[src/rtl/regex_nfa_pkg.sv]
package regex_nfa_pkg;
  localparam int CHAR_W   = 8;
  localparam int N_STATES = 6;
  localparam int N_LITS   = 3;

  // state positions in the vector (behavioural: decoded by the debug port)
  localparam int ST_START = 0;
  localparam int ST_A1    = 1;
  localparam int ST_B1    = 2;
  localparam int ST_ABRUN = 3;
  localparam int ST_BARUN = 4;
  localparam int ST_ACC   = 5;

  // literal slots in the compare bank
  localparam int LIT_A = 0;
  localparam int LIT_B = 1;
  localparam int LIT_C = 2;

  typedef logic [N_STATES-1:0] state_vec_t;
  typedef logic [N_LITS-1:0]   lit_hits_t;
endpackage

[src/rtl/char_compare.sv]
module char_compare #(
  parameter int W = 8,
  parameter int N = 3
) (
  input  logic [W-1:0]   ch,
  input  logic [N*W-1:0] lits,
  output logic [N-1:0]   hit
);
  for (genvar i = 0; i < N; i++) begin : g_cmp
    assign hit[i] = (ch == lits[i*W +: W]);
  end
endmodule

[src/rtl/nfa_step.sv]
module nfa_step
  import regex_nfa_pkg::*;
(
  input  state_vec_t cur,
  input  lit_hits_t  hit,
  output state_vec_t nxt
);
  always_comb begin
    nxt           = '0;
    nxt[ST_START] = 1'b1;
    // start is implicitly armed: first-step states depend only on the byte
    nxt[ST_A1]    = hit[LIT_A];
    nxt[ST_B1]    = hit[LIT_B];
    nxt[ST_ABRUN] = hit[LIT_B] & (cur[ST_A1] | cur[ST_ABRUN]);
    nxt[ST_BARUN] = hit[LIT_A] & (cur[ST_B1] | cur[ST_BARUN]);
    nxt[ST_ACC]   = hit[LIT_C] & (cur[ST_ABRUN] | cur[ST_BARUN]);
  end
endmodule

[src/rtl/regex_stream_matcher.sv]
module regex_stream_matcher
  import regex_nfa_pkg::*;
#(
  parameter logic [CHAR_W-1:0] CH_A = 8'h61,
  parameter logic [CHAR_W-1:0] CH_B = 8'h62,
  parameter logic [CHAR_W-1:0] CH_C = 8'h63
) (
  input  logic              clk,
  input  logic              rst,
  input  logic              in_valid,
  output logic              in_ready,
  input  logic [CHAR_W-1:0] in_data,
  input  logic              clear,
  output logic              match,
  output logic [N_STATES-1:0] active_states
);
  localparam logic [N_LITS*CHAR_W-1:0] LITS = {CH_C, CH_B, CH_A};

  state_vec_t st_q, st_base, st_nxt;
  lit_hits_t  hits;
  logic       take;
  logic       match_q;

  assign in_ready = ~rst;
  assign take     = in_valid & in_ready;

  char_compare #(.W(CHAR_W), .N(N_LITS)) u_cmp (
    .ch   (in_data),
    .lits (LITS),
    .hit  (hits)
  );

  // clear makes the byte of the same cycle the first of a fresh stream
  always_comb begin
    st_base = clear ? state_vec_t'(1) : st_q;
  end

  nfa_step u_step (
    .cur (st_base),
    .hit (hits),
    .nxt (st_nxt)
  );

  always_ff @(posedge clk) begin
    if (rst) begin
      st_q    <= state_vec_t'(1);
      match_q <= 1'b0;
    end else begin
      if (take)       st_q <= st_nxt;
      else if (clear) st_q <= state_vec_t'(1);
      match_q <= take & st_nxt[ST_ACC];
    end
  end

  assign match         = match_q;
  assign active_states = st_q | state_vec_t'(1);
endmodule

[config.mk]
export PLATFORM = sky130hd
export DESIGN_NAME = regex_stream_matcher
export DESIGN_NICKNAME = d
export VERILOG_FILES = /design/src/rtl/regex_nfa_pkg.sv /design/src/rtl/char_compare.sv /design/src/rtl/nfa_step.sv /design/src/rtl/regex_stream_matcher.sv
export SDC_FILE = /design/constraint.sdc
export NUM_CORES = 1
export LEC_CHECK = 0
export CAP_MARGIN = 10
export CORE_MARGIN = 2
export CORE_UTILIZATION = 40
export DETAILED_ROUTE_END_ITERATION = 6
export PLACE_DENSITY_LB_ADDON = 0.05
export SLEW_MARGIN = 20
export SYNTH_ARGS = -nofsm -noshare
export SYNTH_HDL_FRONTEND = slang
export SYNTH_HIERARCHICAL = 1
export SYNTH_SLANG_ARGS = --single-unit
[constraint.sdc]
create_clock -name clk -period 1.4 [get_ports clk]
set_clock_uncertainty 0.1 [all_clocks]
set_input_delay 0.28 -clock clk [delete_from_list [all_inputs] [get_ports clk]]
set_output_delay 0.28 -clock clk [all_outputs]
set_load 0.005 [all_outputs]
== Yosys cells after proc, flatten, opt, wreduce, memory -nomap -nowiden ==
Index checks and enable logic that the tools add are counted.

* Output and inout port bits: 8
* Register bits after elaboration: 6

* Reduce and logical (&&, ||, !) cells: 1
* Bitwise gates (word level): 9
* Multiplexer cells: 2
* Equality and inequality tests: 3

{| class="wikitable"
|+ Operators with widths
! cell !! count
|-
| $eq A8 B7 Y1 const B || 3
|-
| $mux W6 || 2
|-
| $and A1 B1 Y1 || 5
|-
| $or A1 B1 Y1 || 3
|-
| $reduce_bool A2 Y1 || 1
|-
| $not A1 Y1 || 1
|}

== Depth between registers and ports, before layout ==
Gate-level depths: netlist of the first run.

* Depth in word-level cells: 4
* Mapped depth: 6
* Gate-level depth less buffers: 6

== Cells and area by module ==
Netlist of the first run, hierarchy kept.

{| class="wikitable"
|+ Modules (own cells, without submodules)
! module !! cells an instance !! instances !! area an instance (µm²) !! sequential area each (µm²)
|-
| regex_stream_matcher || 39 || 1 || 355.3 || 140.1
|-
| char_compare || 33 || 1 || 259.0 || 0.0
|-
| nfa_step || 7 || 1 || 48.8 || 0.0
|}

== Worst setup path after synthesis of the first run ==
OpenSTA, ideal clock, no wires.

* Path type: input to register
* Start: input port in_data[2]
* End: register st_q[3]
* Path slack: 269 ps
* Library setup time: 59 ps
* Cell stages on the path: 6
* Buffers on the path: 0
* Data arrival time: 972 ps
* Cells stage by stage: xnor2_1 nand4_1 nor2_1 o21a_1 nor2b_1 a22o_1

* Cells in the longest elaborated chain, start to end: 3

{| class="wikitable"
|+ RTL lines
! item !! line !! source
|-
| from (decl) || regex_stream_matcher.sv:12 || <nowiki>input logic [CHAR_W-1:0] in_data,</nowiki>
|-
| $eq A8 B7 Y1 || char_compare.sv:10 || <nowiki>assign hit[i] = (ch == lits[i*W +: W]);</nowiki>
|-
| net hits[1] || regex_stream_matcher.sv:20 || <nowiki>lit_hits_t hits;</nowiki>
|-
| $and A1 B1 Y1 || nfa_step.sv:14 || <nowiki>nxt[ST_ABRUN] = hit[LIT_B] & (cur[ST_A1] | cur[ST_ABRUN]);</nowiki>
|-
| net st_nxt[3] || regex_stream_matcher.sv:19 || <nowiki>state_vec_t st_q, st_base, st_nxt;</nowiki>
|-
| $mux W6 || regex_stream_matcher.sv:49 || <nowiki>if (take) st_q <= st_nxt;</nowiki>
|-
| to (signal assigned) || regex_stream_matcher.sv:46 || <nowiki>st_q <= state_vec_t'(1);</nowiki>
|-
| to (signal assigned) || regex_stream_matcher.sv:49 ||
|-
| to (signal assigned) || regex_stream_matcher.sv:50 || <nowiki>else if (clear) st_q <= state_vec_t'(1);</nowiki>
|-
| to (decl) || regex_stream_matcher.sv:19 ||
|}

The timed path passes the listed nets, and every way through them passes these cells.
A chain may end at the register's enable or synchronous reset.

== Worst setup path after layout of the first run ==
* Start: input port in_data[3]
* End: register st_q[3]

The elaborated chain is that of the path after synthesis.

==> results.md, run 1 <==
* Nets@finish at approximately 120
* Fmax at ~0.81 GHz
* Antenna violations before repair at 0
* DR WL/cell at 7.14 µm
* Routed wire length at 893 µm
* Clk sinks at 6
* GRT Overall Usage at around 12%
* Largest net degree at the start of global routing at 8
* Clk_lat worst skew at roughly 0.24 ns
* Setup bufs post-CTS at 0
* Port bufs at 18
* Most frequent cells in the layout: 25 x conb_1, 24 x xnor2_1, 16 x dlygate4sd2_1, 9 x nor2b_1
* R2R depth at 4
* Hold Vio Cnt, Final at 0
* Cts hold-fix bufs at 0
* DRT Pass-1 Iters at 1
* Cts bufs inserted at 3
* RR Startpoint: st_q[3]
* Area grow syn2layout at 38.5%
* Diodes inserted at 0
* Synth Area per Inst at ~8.5 µm²
* Inst Count DP at 122
* CP Launch Type: input port
* Routability cong. at around 0.68
* Cells after Synth at 72
* Share of layout cells above drive strength 1 at approximately 6.4%
* Worst path bufs/invs at 1
* CP cell instances: dlygate4sd2_1 > xnor2_1 > nand4_1 > nor2_1 > o21a_1 > nor2b_1 > a22o_1
* H-Tree Depth at 1
* Worst Setup End Kind: register
* GRT overflow at 0
* Syn. warnings at 6
* Design Power at 0.000460 W
* Fin Hold WS at about 0.40 ns
* Clock buffer depth at 2
* Die Wd at 43.1 µm
* Vias in the first global route at 497
* Leak Pwr at around 0.38 nW
* DRC errors left at 0
* Worst Setup SP: in_data[3]
* Vias/cell at 4.04
* Mapped Area at 611 µm²
* Most common library cell in the layout ignoring fill and taps: conb_1
* Critical path depth in cells at 7
* Maximum VDD drop at roughly 0.25 mV
* Critical path's largest stage delay at 0.28 ns
* Die ar. at approximately 1900 µm²
* Die H at 43.1 µm
* Outcome: completed
* PwrDens at 544 nW/µm²
* Vias at ~500
* Dpl hpwl at roughly 820 µm
* Core box area at between 1000 and 1500 µm²
* Fin crit period at roughly 1.2 ns
* Non-Filler Instances at ~130
* Unrepaired setup endpoints after global routing: false
* Initial DRC Count at 0
* Root Buffer: clkbuf_4
* CTS tree: built
* End of the critical path: st_q[3]
* Peak fanout along the critical path at 3
* Critical path class: input port to register
* Hold Crit Class: input port to register
* Critical path data arrival time at around 1.3 ns
* Antenna-violating nets left at 0
* Max cap viols at 0
* Req. time, crit path at approximately 1.5 ns
* Critical Path Slowest Stage Cell: dlygate4sd2_1
* Initial Util at roughly two fifths
* Reg2Reg Setup Slack at ~0.28 ns
* # IOs at 20
* Final setup fails at 0
* Post-route clock period utilization at 88.4%
* FF-to-FF End: st_q[3]
* First-pass GRT wire length at 1680 µm
* Row count at 14
* Slew Limit Fails at 0
* Delay-heaviest family, CP: simple AND/OR/NAND/NOR gates
* Clock transition at the registers of the reported paths at 0.04 ns
-- layout make-up --
cell class	instances	area, µm²
flip-flops and latches	6	120
multi-input cells	78	494
fillers	158	626
clock buffers	3	22.5
well taps	16	20.0
repair buffers	21	185
inverters	1	3.75
-- flip-flops by register name, summed over array words and instances, names as in the netlist --
register	cells
st_q	5
match	1
-- what timing repair did --
action | CTS | global route
pin swaps | 1 | 0
setup endpoints to repair | 13 | 2
resized for setup | 16 | 1
-- routing by layer --
metal | vias to the layer above | share of wire [%] | routed length (µm) | global-route usage [%]
li1 | 278 | - | - | -
met1 | 214 | 41 | 364 | 12.3
met2 | 13 | 55 | 487 | 21.8
met3 | 0 | 4.6 | 41 | 2.55
met4 | 0 | 0 | 0 | 9.09
met5 | - | 0 | 0 | 0
-- power breakdown --
| part | switching, W | total [W] | internal (W) |
|---|---|---|---|
| Combinational | 0.0000627 | 0.000137 | 0.0000748 |
| Clock | 0.0000543 | 0.000151 | 0.0000964 |
| Sequential | 0.0000000387 | 0.000172 | 0.000172 |
-- metrics by stage --
stage | setup TNS [ns] | setup WS, ns | area, µm² | util, %
after CTS | 0 | 0.0330 | 843 | 57.3
after global placement | -1.95 | -0.342 | 841 | 57.1
final | 0 | 0.162 | 846 | 57.5
after floorplan | 0 | 0.269 | 697 | -
after global routing | 0 | 0.0211 | 846 | 57.5
after detailed placement | -2.00 | -0.338 | 841 | 57.1
-- worst min path at each step --
| stage | start | cells after the start | slack [ns] | endpoint |
|---|---|---|---|---|
| final | rst | 3 | 0.40 | match |
| after global routing | rst | 3 | 0.44 | match |
| after CTS | rst | 3 | 0.40 | match |
| after detailed placement | st_q[5] | 2 | 0.47 | st_q[5] |
| after global placement | st_q[5] | 2 | 0.47 | st_q[5] |
| after floorplan | clear | 2 | 0.36 | st_q[5] |
-- tightest hold or removal path, delay by kind of cell --
kind          cells  cell delay [ns]
buf+inv           2             0.36
simple gates      1             0.05
Power figures use the tool's default switching activity.
==> inputs of run 2 (changes only) <==
--- a/config.mk
+++ b/config.mk
@@ -9,8 +9,8 @@
 export CORE_MARGIN = 2
 export CORE_UTILIZATION = 40
 export DETAILED_ROUTE_END_ITERATION = 6
+export GPL_ROUTABILITY_DRIVEN = 0
 export PLACE_DENSITY_LB_ADDON = 0.05
-export SLEW_MARGIN = 20
 export SYNTH_ARGS = -nofsm -noshare
 export SYNTH_HDL_FRONTEND = slang
 export SYNTH_HIERARCHICAL = 1
==> results of run 2 <==
No change in the layout: final DEF, timing and power equal those of run 1.
